[src/rtl/sdram_mode_pkg.sv]
package sdram_mode_pkg;

    localparam int MODE_W = 12;
    localparam int CL_MAX = 3;

    typedef enum logic [1:0] {
        OP_NOP   = 2'd0,
        OP_LOAD  = 2'd1,
        OP_READ  = 2'd2,
        OP_WRITE = 2'd3
    } cmd_op_e;

    typedef enum logic {
        CTL_READY    = 1'b0,
        CTL_MRD_WAIT = 1'b1
    } ctl_state_e;

    typedef enum logic {
        BG_IDLE = 1'b0,
        BG_RUN  = 1'b1
    } bg_state_e;

    typedef struct packed {
        logic [2:0] len_code;
        logic       interleave;
        logic       lat3;
        logic       wr_single;
    } mode_cfg_t;

endpackage

[src/rtl/sdram_mode_decode.sv]
module sdram_mode_decode
    import sdram_mode_pkg::*;
#(
    parameter int BA_W = 2
) (
    input  logic [MODE_W-1:0] word,
    input  logic [BA_W-1:0]   bank,
    output mode_cfg_t         cfg,
    output logic              reserved,
    output logic              warn
);

    logic len_bad;
    logic lat_bad;
    logic opm_bad;

    always_comb begin
        cfg.len_code   = word[2:0];
        cfg.interleave = word[3];
        cfg.lat3       = word[4];
        cfg.wr_single  = word[9];

        unique case (word[2:0])
            3'b000, 3'b001, 3'b010, 3'b011: len_bad = 1'b0;
            3'b111:                         len_bad = word[3];
            default:                        len_bad = 1'b1;
        endcase

        lat_bad  = !((word[6:4] == 3'b010) || (word[6:4] == 3'b011));
        opm_bad  = (word[8:7] != 2'b00);
        reserved = len_bad || lat_bad || opm_bad;
        warn     = (word[11:10] != 2'b00) || (bank != '0);
    end

endmodule

[src/rtl/sdram_burst_gen.sv]
module sdram_burst_gen
    import sdram_mode_pkg::*;
#(
    parameter int COL_W = 8
) (
    input  logic             clk,
    input  logic             rst_n,
    input  logic             start,
    input  logic [COL_W-1:0] start_col,
    input  logic [2:0]       len_code,
    input  logic             interleave,
    input  logic             single,
    input  logic             stop,
    output logic             col_valid,
    output logic [COL_W-1:0] col_addr,
    output logic             busy
);

    bg_state_e        state_q, state_d;
    logic [COL_W-1:0] beat_q;
    logic [COL_W-1:0] base_q;
    logic [COL_W-1:0] mask_q;
    logic             inter_q;
    logic             take;
    logic             last_beat;

    function automatic logic [COL_W-1:0] mask_of(input logic [2:0] code);
        unique case (code)
            3'b000:  return '0;
            3'b001:  return COL_W'(1);
            3'b010:  return COL_W'(3);
            3'b011:  return COL_W'(7);
            3'b111:  return '1;
            default: return '0;
        endcase
    endfunction

    assign take      = start && (state_q == BG_IDLE);
    assign last_beat = (beat_q == mask_q);

    always_comb begin
        state_d = state_q;
        unique case (state_q)
            BG_IDLE: if (take) state_d = BG_RUN;
            BG_RUN:  if (stop || last_beat) state_d = BG_IDLE;
            default: state_d = BG_IDLE;
        endcase
    end

    always_ff @(posedge clk) begin
        if (!rst_n) state_q <= BG_IDLE;
        else        state_q <= state_d;
    end

    always_ff @(posedge clk) begin
        if (!rst_n) begin
            beat_q  <= '0;
            base_q  <= '0;
            mask_q  <= '0;
            inter_q <= 1'b0;
        end else if (take) begin
            beat_q  <= '0;
            base_q  <= start_col;
            mask_q  <= single ? '0 : mask_of(len_code);
            inter_q <= interleave;
        end else if (state_q == BG_RUN) begin
            beat_q  <= beat_q + COL_W'(1);
        end
    end

    always_comb begin
        col_valid = (state_q == BG_RUN);
        busy      = (state_q == BG_RUN);
        if (inter_q) col_addr = base_q ^ beat_q;
        else         col_addr = (base_q & ~mask_q) | ((base_q + beat_q) & mask_q);
    end

    AST_BEAT_BOUND: assert property (@(posedge clk) disable iff (!rst_n)
        (state_q == BG_RUN) |-> (beat_q <= mask_q));

    AST_FIRST_COL: assert property (@(posedge clk) disable iff (!rst_n)
        take |=> (col_valid && (col_addr == $past(start_col))));

    AST_NO_RESTART: assert property (@(posedge clk) disable iff (!rst_n)
        (state_q == BG_RUN) |-> !start);

endmodule

[src/rtl/sdram_rd_latency.sv]
module sdram_rd_latency
    import sdram_mode_pkg::*;
(
    input  logic clk,
    input  logic rst_n,
    input  logic beat_rd,
    input  logic lat3,
    output logic rd_valid,
    output logic pipe_busy
);

    logic [CL_MAX-1:0] sr_q;

    always_ff @(posedge clk) begin
        if (!rst_n) sr_q <= '0;
        else        sr_q <= {sr_q[CL_MAX-2:0], beat_rd};
    end

    assign rd_valid  = lat3 ? sr_q[CL_MAX-1] : sr_q[CL_MAX-2];
    assign pipe_busy = |sr_q;

    AST_RD_LATENCY: assert property (@(posedge clk) disable iff (!rst_n)
        rd_valid |-> (lat3 ? $past(beat_rd, 3) : $past(beat_rd, 2)));

endmodule

[src/rtl/sdram_mode_burst.sv]
module sdram_mode_burst
    import sdram_mode_pkg::*;
#(
    parameter int COL_W     = 8,
    parameter int BA_W      = 2,
    parameter int MODE_WAIT = 2
) (
    input  logic              clk,
    input  logic              rst_n,
    input  logic [1:0]        cmd_op,
    input  logic [MODE_W-1:0] cmd_addr,
    input  logic [BA_W-1:0]   cmd_bank,
    input  logic              banks_idle,
    input  logic              burst_stop,
    output logic              col_valid,
    output logic [COL_W-1:0]  col_addr,
    output logic              col_write,
    output logic              rd_valid,
    output logic              mode_err,
    output logic              mode_warn,
    output logic              load_err,
    output logic              wait_err,
    output logic              cmd_refused
);

    localparam int WAIT_W = $clog2(MODE_WAIT + 1);

    ctl_state_e        state_q, state_d;
    logic [WAIT_W-1:0] wait_cnt_q;
    logic [MODE_W-1:0] mode_word_q;
    cmd_op_e           op;
    mode_cfg_t         new_cfg, cur_cfg;
    logic              new_res, new_warn, cur_res, cur_warn;
    logic              bg_busy, pipe_busy, all_idle, is_rw, in_ready;
    logic              do_load, rej_load, burst_start, refuse, wait_hit;
    logic              single_beat;
    logic              unused_dec;

    assign op = cmd_op_e'(cmd_op);

    sdram_mode_decode #(.BA_W(BA_W)) dec_new_i (
        .word     (cmd_addr),
        .bank     (cmd_bank),
        .cfg      (new_cfg),
        .reserved (new_res),
        .warn     (new_warn)
    );

    sdram_mode_decode #(.BA_W(BA_W)) dec_cur_i (
        .word     (mode_word_q),
        .bank     ('0),
        .cfg      (cur_cfg),
        .reserved (cur_res),
        .warn     (cur_warn)
    );

    assign unused_dec = &{1'b0, new_cfg, cur_res, cur_warn};

    always_comb begin
        in_ready    = (state_q == CTL_READY);
        is_rw       = (op == OP_READ) || (op == OP_WRITE);
        all_idle    = banks_idle && !bg_busy && !pipe_busy;
        do_load     = in_ready && (op == OP_LOAD) && all_idle;
        rej_load    = in_ready && (op == OP_LOAD) && !all_idle;
        burst_start = in_ready && is_rw && !mode_err && !bg_busy;
        refuse      = in_ready && is_rw && (mode_err || bg_busy);
        wait_hit    = (state_q == CTL_MRD_WAIT) && (op != OP_NOP);
        single_beat = (op == OP_WRITE) && cur_cfg.wr_single;
    end

    always_comb begin
        state_d = state_q;
        unique case (state_q)
            CTL_READY:    if (do_load) state_d = CTL_MRD_WAIT;
            CTL_MRD_WAIT: if (wait_cnt_q == WAIT_W'(1)) state_d = CTL_READY;
            default:      state_d = CTL_READY;
        endcase
    end

    always_ff @(posedge clk) begin
        if (!rst_n) state_q <= CTL_READY;
        else        state_q <= state_d;
    end

    always_ff @(posedge clk) begin
        if (!rst_n) begin
            wait_cnt_q  <= '0;
            mode_word_q <= '0;
            mode_err    <= 1'b1;
            mode_warn   <= 1'b0;
            load_err    <= 1'b0;
            wait_err    <= 1'b0;
            cmd_refused <= 1'b0;
            col_write   <= 1'b0;
        end else begin
            load_err    <= rej_load;
            wait_err    <= wait_hit;
            cmd_refused <= refuse;
            if (do_load) begin
                wait_cnt_q  <= WAIT_W'(MODE_WAIT);
                mode_word_q <= cmd_addr;
                mode_err    <= new_res;
                mode_warn   <= new_warn;
            end else if (state_q == CTL_MRD_WAIT) begin
                wait_cnt_q  <= wait_cnt_q - WAIT_W'(1);
            end
            if (burst_start) col_write <= (op == OP_WRITE);
        end
    end

    sdram_burst_gen #(.COL_W(COL_W)) burst_i (
        .clk        (clk),
        .rst_n      (rst_n),
        .start      (burst_start),
        .start_col  (cmd_addr[COL_W-1:0]),
        .len_code   (cur_cfg.len_code),
        .interleave (cur_cfg.interleave),
        .single     (single_beat),
        .stop       (burst_stop),
        .col_valid  (col_valid),
        .col_addr   (col_addr),
        .busy       (bg_busy)
    );

    sdram_rd_latency lat_i (
        .clk       (clk),
        .rst_n     (rst_n),
        .beat_rd   (col_valid && !col_write),
        .lat3      (cur_cfg.lat3),
        .rd_valid  (rd_valid),
        .pipe_busy (pipe_busy)
    );

    AST_LOAD_KEEPS_MODE: assert property (@(posedge clk) disable iff (!rst_n)
        load_err |-> $stable(mode_word_q));

    AST_WAIT_NO_BURST: assert property (@(posedge clk) disable iff (!rst_n)
        (state_q == CTL_MRD_WAIT) |-> (!col_valid && !burst_start));

    AST_BAD_MODE_SILENT: assert property (@(posedge clk) disable iff (!rst_n)
        (mode_err && !col_valid && (state_q == CTL_READY)) |=> !col_valid);

    AST_ONE_ERR_PULSE: assert property (@(posedge clk) disable iff (!rst_n)
        $onehot0({load_err, wait_err, cmd_refused}));

endmodule

[config.mk]
export PLATFORM = sky130hd
export DESIGN_NAME = sdram_mode_burst
export DESIGN_NICKNAME = d
export VERILOG_FILES = /design/src/rtl/sdram_mode_pkg.sv /design/src/rtl/sdram_mode_decode.sv /design/src/rtl/sdram_burst_gen.sv /design/src/rtl/sdram_rd_latency.sv /design/src/rtl/sdram_mode_burst.sv
export SDC_FILE = /design/constraint.sdc
export NUM_CORES = 1
export LEC_CHECK = 0
export BUFFER_PORTS_ARGS = -buffer_cell sky130_fd_sc_hd__buf_2
export CELL_PAD_IN_SITES_DETAIL_PLACEMENT = 1
export CELL_PAD_IN_SITES_GLOBAL_PLACEMENT = 1
export CORE_ASPECT_RATIO = 1.2
export CORE_MARGIN = 2
export CORE_UTILIZATION = 43
export DETAILED_ROUTE_END_ITERATION = 7
export PLACE_DENSITY = 0.85
export SLEW_MARGIN = 30
export SYNTH_ARGS = -nofsm -noshare
export SYNTH_HDL_FRONTEND = slang
export SYNTH_HIERARCHICAL = 1
export SYNTH_SLANG_ARGS = --single-unit
[constraint.sdc]
create_clock -name clk -period 2.1 [get_ports clk]
set_input_delay 0.105 -clock clk [delete_from_list [all_inputs] [get_ports clk]]
set_output_delay 0.105 -clock clk [all_outputs]
set_load 0.005 [all_outputs]
# After elaboration in Yosys (flattened, before gate mapping)

Cells that the tools add are included.

Word-level logic and storage cells: 91
Register bits: 48

Reduce and logical (&&, ||, !) cells: 36
Add/sub/neg operators: 3
Equal/unequal tests: 15
Mux-type cells: 13
Bitwise operators: 8

Operator list:

| cell                                                            | number |
|---|---|
| 8-bit case mux with 4 select lines                              | 1 |
| 3-bit by 2-bit == test with 1-bit output, second input constant | 6 |
| 8-bit bitwise AND                                               | 2 |
| 8-bit two-way mux                                               | 2 |
| 1-bit logical AND                                               | 13 |
| 2-bit nonzero test                                              | 5 |
| 8-bit by 1-bit adder with 8-bit output, second input constant   | 1 |
| 8-bit adder                                                     | 1 |
| 8-bit == test                                                   | 1 |
| 8-bit NOT                                                       | 1 |
| 8-bit bitwise OR                                                | 1 |
| 8-bit XOR                                                       | 1 |
| 1-bit logical OR                                                | 7 |
| 3-bit by 1-bit == test with 1-bit output, second input constant | 2 |
| 3-bit == test, second input constant                            | 2 |
| 1-bit zero test                                                 | 6 |
| 1-bit case mux with 2 select lines                              | 3 |
| 1-bit two-way mux                                               | 5 |
| 2-bit by 1-bit == test with 1-bit output, second input constant | 2 |
| 2-bit == test, second input constant                            | 2 |
| 2-bit two-way mux                                               | 2 |
| 2-bit OR reduction                                              | 2 |
| 4-bit OR reduction                                              | 1 |
| 3-bit zero test                                                 | 1 |
| 3 further kinds                                                 | 5 |

# Logic depth before layout (Yosys ltp)

Gate-level depths: netlist of the first run.

Word-level depth: 8
Mapped depth: 8
Mapped depth without buffers: 8

# Modules after synthesis

Netlist of the first run, hierarchy kept.

By module, submodules not included:

| module            | cells an instance | area each (um^2) | times used |
|---|---|---|---|
| sdram_burst_gen   | 178               | 1420.1           | 1 |
| sdram_mode_burst  | 93                | 918.4            | 1 |
| sdram_mode_decode | 10                | 77.6             | 2 |
| sdram_rd_latency  | 8                 | 97.6             | 1 |

# Least setup slack after synthesis of the first run

No wires, ideal clock.

Path kind: reg-to-output
From: reg burst_i.beat_q[0]
To: out col_addr[4]
Stages on the path, launching flop included: 9
Required time: 1995 ps
Arrival time: 1694 ps
Slack: 301 ps
Cells stage by stage: dfxtp_1 -> ha_1 -> inv_1 -> fa_1 -> nor2b_1 -> o21ai_2 -> a211oi_1 -> a31oi_1 -> o21ai_0

Word-level cells in the longest chain between the ends: 4

RTL lines:

| element                  | line                   | source |
|---|---|---|
| start: declaration       | sdram_burst_gen.sv:20  | `logic [COL_W-1:0] beat_q;` |
| start signal: assignment | sdram_burst_gen.sv:67  | `beat_q <= beat_q + COL_W'(1);` |
| 8-bit adder              | sdram_burst_gen.sv:75  | `else col_addr = (base_q & ~mask_q) \| ((base_q + beat_q) & mask_q);` |
| 8-bit bitwise AND        | sdram_burst_gen.sv:75  |  |
| 8-bit bitwise OR         | sdram_burst_gen.sv:75  |  |
| 8-bit two-way mux        | sdram_burst_gen.sv:74  | `if (inter_q) col_addr = base_q ^ beat_q;` |
| end: declaration         | sdram_mode_burst.sv:16 | `output logic [COL_W-1:0] col_addr,` |

No other way between the ends.

# Worst setup path in the final report of the first run

From: reg burst_i.base_q[0]
To: out col_addr[6]

Word-level cells in the longest chain between the ends: 4

RTL lines:

| element                  | line                  | source |
|---|---|---|
| start: declaration       | sdram_burst_gen.sv:21 | `logic [COL_W-1:0] base_q;` |
| start signal: assignment | sdram_burst_gen.sv:63 | `base_q <= start_col;` |
| 8-bit adder              | sdram_burst_gen.sv:75 |  |
| 8-bit bitwise AND        | sdram_burst_gen.sv:75 |  |
| 8-bit bitwise OR         | sdram_burst_gen.sv:75 |  |
| 8-bit two-way mux        | sdram_burst_gen.sv:74 |  |

No other way between the ends.

==> results.toml, run 1 <==
[outcome]
run_status = "complete, but fails checks"
violations = "setup timing"

[grt]
grt_pass1_wl_mm = 10.35
grt_antenna_before_repair = 0
grt_start_max_net_pins = 28
track_usage_pct = 22.03
grt_pass1_vias = 2157
grt_remaining_overflow = 0

[detailed_routing]
drt_first_pass_iters = 4
drc_errors = 0
vias_per_cell = 5.672
wl_mm = 6.788
wl_per_cell_um = 18.55
ant_nets = 0
drt_iter0_markers = 135
vias = 2076

[floorplan]
rows = 29
start_util_pct = 43.73
die_h_um = 83.85
fp.dieW_um = 70.54
coreArea_mm2 = 0.005225
dieArea_mm2 = 0.005915
ios = 36

[setup_path]
cp.buffers_inverters = 2
path_cells = "ha_4 -> inv_2 -> fa_2 -> nor2b_2 -> o21ai_2 -> a21oi_2 -> or3_1 -> o211ai_1 -> buf_2"
rr_endpoint = "burst_i/mask_q[6]"
cp_slowest_stage_delay_ns = 0.36
critPathKind = "register to primary output"
r2r_cells = 6
end_kind = "primary output"
regToRegSetupSlack_ns = 0.25
arrival_ns = 2.04
crit_fanout = 3
cp_top_family = "compound AO/OA/AOI/OAI gates"
start_kind = "register"
reg2reg_from = "mode_err"
cp_slowest_cell = "dfxtp_2"
worstPathRequired_ns = 2.00

[min_path]
hold_path.class = "primary input to register"
min_path_cells = 3
worstHoldStart = "cmd_addr[9]"
hold_end = "mode_word_q[9]"

[place]
port_buffers = 35
gp_congestion = 0.8931
dp.cells = 353
place_ws_ns = 0.1707
place_hpwl_mm = 4.312

[clock_network]
cts_buffers = 5
cts_root_buffer = "clkbuf_8"
clk_latency_ns = 0.30
numClockSinks = 40
cts_tree = "done"
clockBufferDepth = 2
cts.reportedPaths.clkPinSlew_ns = 0.09
hold_buffers = 0
htreeDepth = 2

[sta]
hold_violations = 0
period_share_pct = 102.3
worst_slew_pin_slew_ns = 0.4230
setup_viol = 1
slew_headroom_pct = 71.74
rsz0062_at_grt = "true"
fmax_ghz = 0.4657
slew_viol_final = 0
timing.final.ws_setup_ns = -0.04748
finalClockSkew_ns = 0.01082
fin_crit_ns = 2.147

[cells_and_area]
n_antenna_cell = 0
layoutNonFillerInstCount = 366
drive_gt1_share_pct = 34.21
area_growth_syn_to_layout_pct = 22.34
fin_util_pct = 53.50
nNetsFinal = 333

[logic_synthesis]
ys_warn_count = 6
syn_avg_cell_area_um2 = 8.654
synth_nets = 294
synth_area_mm2 = 0.002285
syn_inst = 264

[job]
maxCapViolCount = 0

[power_and_ir_drop]
p_per_area_mw_per_mm2 = 548.0
power_leakage_nw = 1.137
irDropWorstVdd_uv = 402.8
## area by class of cell
cell class	count	area (um2)
fill	628	2430
clock buffer	5	68.82
timing repair buffer	53	310.3
sequential	40	819.5
inverter	9	33.78
tap	62	77.57
clock inverter	3	46.29
multi-input combinational	194	1439
## worst min-delay path, cell delays in order
cell and delay (ns):
buf_2 0.10, nand2_1 0.05, mux2i_1 0.06
## layer usage
metal / GRT usage [%] / part of all wire [%] / vias up
met4: 6.003 / 2.9 / 0
li1: - / - / 981
met5: 0 / 0 / -
met2: 40.65 / 55 / 45
met1: 25.60 / 39 / 1033
met3: 4.227 / 2.4 / 17
## worst max-delay path by stage
stage	from	cells after the start	end
floorplan	burst_i/beat_q[0]	8	col_addr[4]
global placement	burst_i/base_q[0]	9	col_addr[4]
detailed placement	burst_i/beat_q[4]	6	col_addr[7]
CTS	burst_i/base_q[0]	9	col_addr[6]
global route	burst_i/base_q[0]	9	col_addr[6]
finish	burst_i/base_q[0]	9	col_addr[6]
## where the power goes
part	switching, W	internal (W)	leakage [nW]
clock	0.000304	0.000358	0.0548
combinational	0.0000502	0.0000436	0.752
sequential	0.00000707	0.000768	0.330
total	0.000361	0.00117	1.14
## cell usage in the layout (no fill, tap or decap), drive strengths merged, types with 4 or more instances in the layout
cell    instances
dfxtp          40
buf            53
a21oi           7
xor2           11
or3             4
a21boi          9
nand2b          5
o21ai          10
nor2b           5
inv            10
nand2          46
mux2i          11
nor2           17
ha              9
and2            6
nand4           4
a22oi           4
clkbuf          5
## stage by stage
step | total power, W | setup TNS (ns) | hold WS, ns | instance area [um2]
final | 0.001532 | -0.04748 | 0.04830 | 2795
after detailed placement | 0.0008883 | 0 | 0.3755 | 2474
after CTS | 0.001534 | -0.04640 | 0.05118 | 2679
after floorplan | 0.0008569 | 0 | 0.2267 | 2285
after global routing | 0.001587 | -0.2132 | 0.05181 | 2795
after global placement | 0.0008809 | 0 | 0.3660 | 2474
## registers in the layout, summed over array words and instances, names as in the netlist, 2 cells and up
name	cells
burst_i/beat_q	8
burst_i/mask_q	4
lat_i/sr_q	3
mode_word_q	6
wait_cnt_q	2
burst_i/base_q	8
## timing repair
item                                   in CTS  in global routing
endpoints found under the hold margin       0                  0
resized for setup                          22                 22
pin swaps                                   8                  9
buffers inserted                            4                  1
setup endpoints to repair                   4                  5
Note: power is estimated with default switching activity, not from simulation.
==> inputs of run 2 (changes only) <==
--- a/config.mk
+++ b/config.mk
@@ -10,11 +10,10 @@
 export CELL_PAD_IN_SITES_GLOBAL_PLACEMENT = 1
 export CORE_ASPECT_RATIO = 1.2
 export CORE_MARGIN = 2
-export CORE_UTILIZATION = 43
+export CORE_UTILIZATION = 41
 export DETAILED_ROUTE_END_ITERATION = 7
-export PLACE_DENSITY = 0.85
+export PLACE_DENSITY = 0.84
 export SLEW_MARGIN = 30
 export SYNTH_ARGS = -nofsm -noshare
 export SYNTH_HDL_FRONTEND = slang
-export SYNTH_HIERARCHICAL = 1
 export SYNTH_SLANG_ARGS = --single-unit
==> results.toml, run 2 <==
[cells_and_area]
area_growth_syn_to_layout_pct = 25.06
final_common_cell = "buf_2"
nNetsFinal = 317
top_regs = "burst_i.base_q x8, burst_i.beat_q x8, mode_word_q x6"
final_cell_mix = "buf_2, dfxtp_1, nand2_1"
layoutNonFillerInstCount = 348
n_antenna_cell = 0
fillers = 600
drive_gt1_share_pct = 29.17

[logic_synthesis]
synth_edf_count = 0
post-synth-top-count-cell = "dfxtp_1"
syn_inst = 242
synth_nets = 272
synth.distinct_cells = 46
ys.flop_type = "dfxtp_1"
yosysTopAreaCellShare_pct = 38.10
ys_ff_latch = 40
syn_avg_cell_area_um2 = 8.686
synthTopCellsByArea = "dfxtp_1, nand2_1, ha_1, mux2i_1, a21boi_0"
ys_warn_count = 0
ys_async_sr_fraction_pct = 0
ys_seq_area_share_pct = 38.10
synth_area_mm2 = 0.002102
synth_common_cells = "dfxtp_1, nand2_1, nor2_1, o21ai_0"
synth_top_area_cell = "dfxtp_1"

[sta]
rsz0062_at_grt = "true"
finalClockSkew_ns = 0.008795
fin_crit_ns = 2.199
fmax_ghz = 0.4548
timing.final.ws_setup_ns = -0.09859
slew_viol_final = 0
period_share_pct = 104.7
slew_headroom_pct = 67.33
hold_violations = 0
hold_ws_ns = 0.06674
setup_tns_ns = -0.1562
worst_slew_pin_slew_ns = 0.4900
setup_viol = 2

[floorplan]
fp.dieW_um = 69.37
coreArea_mm2 = 0.004940
die_h_um = 82.44
rows = 28
ios = 36
start_util_pct = 42.55
dieArea_mm2 = 0.005718

[setup_path]
end_kind = "primary output"
arrival_ns = 2.09
critPathKind = "register to primary output"
worstPathRequired_ns = 2.00
start_kind = "register"
crit_fanout = 3

[detailed_routing]
drt_first_pass_iters = 4
wl_mm = 5.882
wl_per_cell_um = 16.90
drc_errors = 0
vias_per_cell = 5.572
ant_nets = 0
vias = 1939
drt_iter0_markers = 64

[outcome]
violations = "setup timing"
run_status = "complete, but fails checks"

[clock_network]
clk_latency_ns = 0.30
cts.reportedPaths.clkPinSlew_ns = 0.08
htreeDepth = 2
clockBufferDepth = 2
cts_root_buffer = "clkbuf_8"
numClockSinks = 40
cts_tree = "done"
cts_buffers = 5

[place]
place_hpwl_mm = 4.115
port_buffers = 35
gp_congestion = 0.8417
dp.cells = 338

[grt]
met3_usage_pct = 4.126
grt_pass1_vias = 2030
grt_start_max_net_pins = 33
grt_remaining_overflow = 0
grt_pass1_wl_mm = 9.749
grt_antenna_before_repair = 0
grt_use_met1_pct = 23.92
track_usage_pct = 21.73
busiest_layer = "met2"
grtUsageMet2_pct = 40.67

[job]
maxCapViolCount = 0

[power_and_ir_drop]
p_per_area_mw_per_mm2 = 571.3
irDropWorstVdd_uv = 394.6
power_leakage_nw = 1.070

[min_path]
hold_path.class = "primary input to register"
[run 2: cell type report]
class / instances / area (um2) / area share (%)
Clock inverter: 3 / 42.54 / 1.618
Timing Repair Buffer: 49 / 280.3 / 10.66
Clock buffer: 5 / 68.82 / 2.618
Multi-Input combinational cell: 181 / 1314 / 49.98
Inverter: 10 / 37.54 / 1.428
Tap cell: 60 / 75.07 / 2.856
Sequential cell: 40 / 810.8 / 30.84
[run 2: cells by family after synthesis]
kind of cell | count (synthesis) | share of synthesized area, %
AOI/OAI and AO/OA | 54 | 17.08
xor gates and xnor gates | 13 | 5.417
adders and majority gates | 10 | 6.310
buffers and inverters | 21 | 4.524
DFF | 40 | 38.10
muxes | 10 | 4.881
and+or+nand+nor | 94 | 23.69
[run 2: worst max-delay path, stage by stage, from the launching register on]
cell and delay (ns):
dfxtp_2 0.35, ha_4 0.17, inv_2 0.05, fa_2 0.22
nor2b_2 0.06, o21ai_2 0.20, a21oi_2 0.08, or4_1 0.38
and3_1 0.17, buf_2 0.12
[run 2: path summary, 6_finish.rpt]
| path | start | end | slack [ns] | cells past startpoint |
|---|---|---|---|---|
| worst max-delay path | burst_i.beat_q[0] | col_addr[6] | -0.1 | 9 |
| worst min-delay path | cmd_addr[1] | burst_i.base_q[1] | 0.07 | 3 |
| worst max register to register | lat_i.sr_q[1] | mode_word_q[2] | 0.33 | 5 |
| worst min register to register | mode_word_q[3] | burst_i.inter_q | 0.48 | 2 |
[run 2: metrics by stage]
step	total power (W)	utilization [%]	area [um2]	worst slack, ns
after floorplan	0.0008446	-	2102	0.2299
after global placement	0.0008778	48.40	2391	0.09112
after detailed placement	0.0008829	48.40	2391	0.05245
after CTS	0.001510	52.86	2611	-0.07524
after global routing	0.001561	53.22	2629	-0.1898
final	0.001502	53.22	2629	-0.09859
[run 2: where the power goes]
| part | switching (W) | internal, W |
|---|---|---|
| combinational | 0.0000435 | 0.0000418 |
| clock | 0.000287 | 0.000352 |
| sequential | 0.00000990 | 0.000768 |
[run 2: routing by layer]
metal	vias up	part of all wire [%]
li1	932	-
met1	934	42
met2	51	52
met3	22	3.3
met4	0	3.4
met5	-	0
[run 2: what timing repair did]
item / in CTS / in global routing
setup endpoints to repair: 3 / 4
gates resized for setup: 23 / 4
pin swaps: 5 / 6
setup buffers: 1 / 1
hold buffers: 0 / 0
